===== src/rtl/sector_cache_pkg.sv =====
package sector_cache_pkg;

    localparam int ADDR_W = 16;
    localparam int OFF_W  = 2;
    localparam int SUB_W  = 2;
    localparam int IDX_W  = 4;
    localparam int DATA_W = 8;
    localparam int TAG_W  = ADDR_W - IDX_W - SUB_W - OFF_W;
    localparam int NSUB   = 1 << SUB_W;
    localparam int NLINE  = 1 << IDX_W;
    localparam int DEPTH  = NLINE * NSUB;

    typedef logic [TAG_W-1:0]  tag_t;
    typedef logic [IDX_W-1:0]  idx_t;
    typedef logic [SUB_W-1:0]  sub_t;
    typedef logic [NSUB-1:0]   vmask_t;
    typedef logic [DATA_W-1:0] word_t;

    // field order follows the address bit order, MSB first
    typedef struct packed {
        tag_t             tag;
        idx_t             idx;
        sub_t             sub;
        logic [OFF_W-1:0] off;
    } addr_t;

    typedef struct packed {
        tag_t tag;
        idx_t idx;
        sub_t sub;
        logic fresh;   // tag differs from stored one
    } fill_t;

    typedef enum logic {ST_IDLE = 1'b0, ST_FILL = 1'b1} fstate_t;

    function automatic vmask_t sub_mask(input sub_t s);
        return vmask_t'(1) << s;
    endfunction

    function automatic vmask_t merge_valid(input vmask_t old, input sub_t s,
                                           input logic fresh);
        return fresh ? sub_mask(s) : (old | sub_mask(s));
    endfunction

endpackage


===== src/rtl/sector_cache_tags.sv =====
module sector_cache_tags
    import sector_cache_pkg::*;
(
    input  logic   clk,
    input  logic   rst,
    input  idx_t   rd_idx,
    output tag_t   rd_tag,
    output vmask_t rd_vld,
    input  logic   upd_en,
    input  fill_t  upd
);

    tag_t   tag_q [NLINE];
    vmask_t vld_q [NLINE];

    always_ff @(posedge clk) begin
        if (rst) begin
            for (int i = 0; i < NLINE; i++) begin
                vld_q[i] <= '0;
                tag_q[i] <= '0;
            end
        end else if (upd_en) begin
            vld_q[upd.idx] <= merge_valid(vld_q[upd.idx], upd.sub, upd.fresh);
            if (upd.fresh)
                tag_q[upd.idx] <= upd.tag;
        end
    end

    assign rd_tag = tag_q[rd_idx];
    assign rd_vld = vld_q[rd_idx];

endmodule


===== src/rtl/sector_cache_data.sv =====
module sector_cache_data
    import sector_cache_pkg::*;
(
    input  logic  clk,
    input  idx_t  rd_idx,
    input  sub_t  rd_sub,
    output word_t rd_word,
    input  logic  wr_en,
    input  idx_t  wr_idx,
    input  sub_t  wr_sub,
    input  word_t wr_word
);

    localparam int PTR_W = IDX_W + SUB_W;

    word_t mem_q [DEPTH];

    logic [PTR_W-1:0] rd_ptr, wr_ptr;
    assign rd_ptr = {rd_idx, rd_sub};
    assign wr_ptr = {wr_idx, wr_sub};

    always_ff @(posedge clk) begin
        if (wr_en)
            mem_q[wr_ptr] <= wr_word;
    end

    assign rd_word = mem_q[rd_ptr];

endmodule


===== src/rtl/sector_cache_fill.sv =====
module sector_cache_fill
    import sector_cache_pkg::*;
(
    input  logic  clk,
    input  logic  rst,
    input  logic  start,
    input  fill_t start_info,
    input  logic  fill_done,
    output logic  busy,
    output fill_t pend,
    output logic  upd_en
);

    fstate_t state_q;
    fill_t   pend_q;

    always_ff @(posedge clk) begin
        if (rst) begin
            state_q <= ST_IDLE;
            pend_q  <= '0;
        end else begin
            case (state_q)
                ST_IDLE: if (start) begin
                    state_q <= ST_FILL;
                    pend_q  <= start_info;
                end
                ST_FILL: if (fill_done) begin
                    state_q <= ST_IDLE;
                end
                default: state_q <= ST_IDLE;
            endcase
        end
    end

    assign busy   = (state_q == ST_FILL);
    assign pend   = pend_q;
    assign upd_en = busy && fill_done;

endmodule


===== src/rtl/sector_cache.sv =====
module sector_cache
    import sector_cache_pkg::*;
(
    input  logic              clk,
    input  logic              rst,
    input  logic              lk_valid,
    input  logic [ADDR_W-1:0] lk_addr,
    output logic              lk_ready,
    output logic              rsp_valid,
    output logic              rsp_hit,
    output logic [DATA_W-1:0] rsp_data,
    output logic              fill_req,
    output logic [TAG_W-1:0]  fill_tag,
    output logic [IDX_W-1:0]  fill_line,
    output logic [SUB_W-1:0]  fill_sub,
    input  logic              fill_done,
    input  logic [DATA_W-1:0] fill_data
);

    addr_t  la;
    tag_t   rd_tag;
    vmask_t rd_vld;
    word_t  rd_word;
    logic   busy, accept, tag_eq, hit_c, upd_en;
    fill_t  req_info, pend;

    assign la = addr_t'(lk_addr);

    sector_cache_tags tags_i (
        .clk    (clk),
        .rst    (rst),
        .rd_idx (la.idx),
        .rd_tag (rd_tag),
        .rd_vld (rd_vld),
        .upd_en (upd_en),
        .upd    (pend)
    );

    sector_cache_data data_i (
        .clk     (clk),
        .rd_idx  (la.idx),
        .rd_sub  (la.sub),
        .rd_word (rd_word),
        .wr_en   (upd_en),
        .wr_idx  (pend.idx),
        .wr_sub  (pend.sub),
        .wr_word (fill_data)
    );

    assign lk_ready = !busy;
    assign accept   = lk_valid && lk_ready;
    assign tag_eq   = (rd_tag == la.tag);
    assign hit_c    = tag_eq && rd_vld[la.sub];

    always_comb begin
        req_info.tag   = la.tag;
        req_info.idx   = la.idx;
        req_info.sub   = la.sub;
        req_info.fresh = !tag_eq;
    end

    sector_cache_fill fill_i (
        .clk        (clk),
        .rst        (rst),
        .start      (accept && !hit_c),
        .start_info (req_info),
        .fill_done  (fill_done),
        .busy       (busy),
        .pend       (pend),
        .upd_en     (upd_en)
    );

    always_ff @(posedge clk) begin
        if (rst) begin
            rsp_valid <= 1'b0;
            rsp_hit   <= 1'b0;
            rsp_data  <= '0;
        end else begin
            rsp_valid <= accept;
            rsp_hit   <= accept && hit_c;
            rsp_data  <= rd_word;
        end
    end

    assign fill_req  = busy;
    assign fill_tag  = pend.tag;
    assign fill_line = pend.idx;
    assign fill_sub  = pend.sub;

endmodule


===== config.mk =====
export PLATFORM = sky130hd
export DESIGN_NAME = sector_cache
export DESIGN_NICKNAME = d
export VERILOG_FILES = /design/src/rtl/sector_cache_pkg.sv /design/src/rtl/sector_cache_tags.sv /design/src/rtl/sector_cache_data.sv /design/src/rtl/sector_cache_fill.sv /design/src/rtl/sector_cache.sv
export SDC_FILE = /design/constraint.sdc
export NUM_CORES = 1
export LEC_CHECK = 0
export ABC_AREA = 1
export ABC_CLOCK_PERIOD_IN_PS = 2900
export BUFFER_PORTS_ARGS = -buffer_cell sky130_fd_sc_hd__buf_4
export CORE_ASPECT_RATIO = 0.8
export CORE_MARGIN = 8
export CORE_UTILIZATION = 55
export CTS_BUF_LIST = sky130_fd_sc_hd__clkbuf_8 sky130_fd_sc_hd__clkbuf_16
export DETAILED_ROUTE_END_ITERATION = 6
export PLACE_DENSITY = 0.8
export SYNTH_ARGS = -nofsm -noshare
export SYNTH_HDL_FRONTEND = slang
export SYNTH_SLANG_ARGS = --single-unit

===== constraint.sdc =====
create_clock -name clk -period 2.9 [get_ports clk]
set_input_delay 0.58 -clock clk [delete_from_list [all_inputs] [get_ports clk]]
set_output_delay 0.58 -clock clk [all_outputs]
set_load 0.02 [all_outputs]

==> results.tsv <==
metric	value	unit
status	finished, final reports clean	
routed vias/inst	6.20	
mapped cell area	31100	µm²
crit path cell chain	buf_4 -> o21ai_0 -> o22ai_1 -> o211ai_1 -> o21ai_0 -> a22oi_2 -> nor2_1	
Sink Count	734	
first-pass GRT wire length	125	mm
worst hold slack	289	ps
WL/cell	22.8	µm
final setup vio count	0	
asr flop ratio synth	0	%
worst r2r dst	tags_i.vld_q[3][2]	
Max Transition Viols Final	0	
flop2flop setup slack	410	ps
Seq pwr share	51.7	%
H-tree depth	3	
CP Launch Type	register	
worst hold path class	primary input to register	
Ports	54	
Final Power	22.9	mW
top post-synthesis cells by area	edfxtp_1 (68%), nor2_1 (7.7%), o21ai_0 (5.2%)	
Int Power	17.6	mW
CTS buffer count	71	
largest net degree at the start of global routing	83	
initial DRC count	3260	
Avg Inst Size Synth	11.3	µm²
post-route clock period utilization	85.7	%
initial antenna violation count	1	
ANT cells	0	
Synth cell types	35	
count of max-cap constraint violations	0	
die height	229	µm
Synth top cells by count	edfxtp_1 (704), nor2_1 (635), o21ai_0 (320), nand2_1 (291), nand3_1 (230)	
via count	22500	
Max Clock Skew	26.7	ps
critical path type	register to register	
Crit path top cell by count	o21ai_0	
switching power	5.28	mW
Final nets	2838	
hpwl dp	49.6	mm
Fin Setup TNS	0	ps
cell taking the most area after synthesis	edfxtp_1	
launch point of the worst hold path	fill_done	
Fillers	4193	
#FFs+latches synth	734	
maximum clock rate	402	MHz
clock transition at the registers of the reported paths	60	ps
most common cell in the synthesized netlist	edfxtp_1	
Crit Path Max Fanout	35	
CTS Hold Buffers Added	0	
Worst slew margin	33.2	%
Post-CTS Resized	0	
worst slew pin tran	1000	ps
synthesized net count	2765	
hold endpoint	fill_i.busy	
Sequential Area	21700	µm²
global route overflow	0	
post-synthesis sequential area ratio	70.0	%
Post-Place Worst Slack	234	ps
Initial Util	55.3	%
routability cong.	0.904	
Worst Setup End Kind	register	
top-area cell type share of the netlist area	68.1	%
Syn Inst Count	2737	
RSZ-0062 raised after global routing	no	
CP Data Arrival Time	2790	ps
final core utilization	62.5	%
CP max-delay cell	a22oi_2	
Die ar.	64400	µm²
Total GRT Usage	25.2	%
antenna-violating nets left	0	
CP peak stage delay	790	ps
FP Rows	78	
CTS tree	yes	
FF-to-FF path depth	7	
Clock power frac	40.7	%
number of global-route vias before repair	21500	
PwrDens	652	nW/µm²
postcts setup bufs	0	
crit path time final	2490	ps
core area	56200	µm²
yosys warns	0	
Max clock buf depth	3	
DIE WIDTH	282	µm
Comb pwr share	7.6	%
Post-Route WL	82.7	mm
LEAKAGE	12.3	nW
top_reg_cell synth	edfxtp_1	
worst-skew pair later-pin latency	610	ps
CTS root buf	clkbuf_16	
final hold vios	0	
EDFF count, synth	704	
Setup WS post-layout	415	ps
sw frac	23.1	%
drt drc	0	
VDD IR-drop max	0.446	mV
P&R area growth vs syn	13.1	%
required time worst endpoint	3210	ps
Buffers on Ports	51	
First-pass DRT Iterations	6	
area occupied by multi-input gates	7950	µm²
Hold Path Depth	4	
share of cells above drive strength 1	11.5	%
-- critical path: cells and delay by family, from the launching register on --
family                 cells  cell delay (ps)
AO/OA/AOI/OAI              5             1480
AND/OR/NAND/NOR            1              120
flip-flops                 1              320
buffers and inverters      1              250
-- power groups by stage --
stage	registers (mW)	logic, mW	clock network, mW
finish	11.8	1.75	9.31
global route	11.8	1.88	9.76
CTS	11.8	1.72	9.36
detailed placement	12.0	1.70	0
global placement	12.0	1.65	0
floorplan	12.0	1.02	0
-- how the worst max path moves through the flow --
stage,depth (start not counted),startpoint,to
floorplan,18,lk_addr[4],register
global placement,17,lk_addr[4],fill_i.pend[9]
detailed placement,17,lk_addr[4],fill_i.pend[9]
CTS,7,register,tags_i.vld_q[3][2]
global route,7,register,tags_i.vld_q[3][2]
finish,7,register,tags_i.vld_q[3][2]
-- state kept, by name, indices dropped and copies added (netlist names), named ones only --
name	cells
fill_i.pend	15
tags_i.tag_q	128
rsp_data	8
data_i.mem_q	512
tags_i.vld_q	64
fill_i.busy	1
rsp_valid	1
rsp_hit	1
-- layout make-up --
class,instances,area share [%]
flip-flops and latches,734,61.9
multi-input cells,1695,22.6
clock buffers,77,5.36
repair buffers,199,4.87
well taps,760,2.71
clock inverters,52,1.32
inverters,109,1.19
-- stage by stage --
stage / area, µm² / cells
3_5_place_dp: 32800 / 3497
5_1_grt: 35100 / 3626
6_report: 35100 / 3626
3_3_place_gp: 32800 / 3497
4_1_cts: 35100 / 3626
2_1_floorplan: 31100 / 2737
-- cells in the final DEF, fill, tap and decap left out, types with 3 or more instances in the layout --
cell,n
inv_2,4
buf_4,181
edfxtp_1,704
o21ai_0,320
bufinv_16,8
clkbuf_16,73
o211ai_2,4
o221ai_1,114
o211ai_1,12
nor2_2,10
a22oi_1,3
inv_1,113
nand2_1,291
o311ai_0,5
clkbuf_8,4
clkinv_1,15
buf_12,17
a21oi_1,19
o22ai_1,26
dfxtp_1,30
clkinv_2,12
o21ai_1,7
nor2_1,635
nand3_1,230
nand4_1,8
-- per-layer routing --
metal	global-route usage [%]	part of all wire (%)
met1	35.6	39
met2	38.6	46
met5	0	0.011
met4	9.04	3.6
met3	5.38	12
-- logic make-up after synthesis --
logic type | synth area share, %
and+or+nand+nor | 15.5
DFF | 70.0
buffers and inverters | 4.40
AOI/OAI and AO/OA | 10.1
No activity file was read; power rests on OpenSTA's default activity.
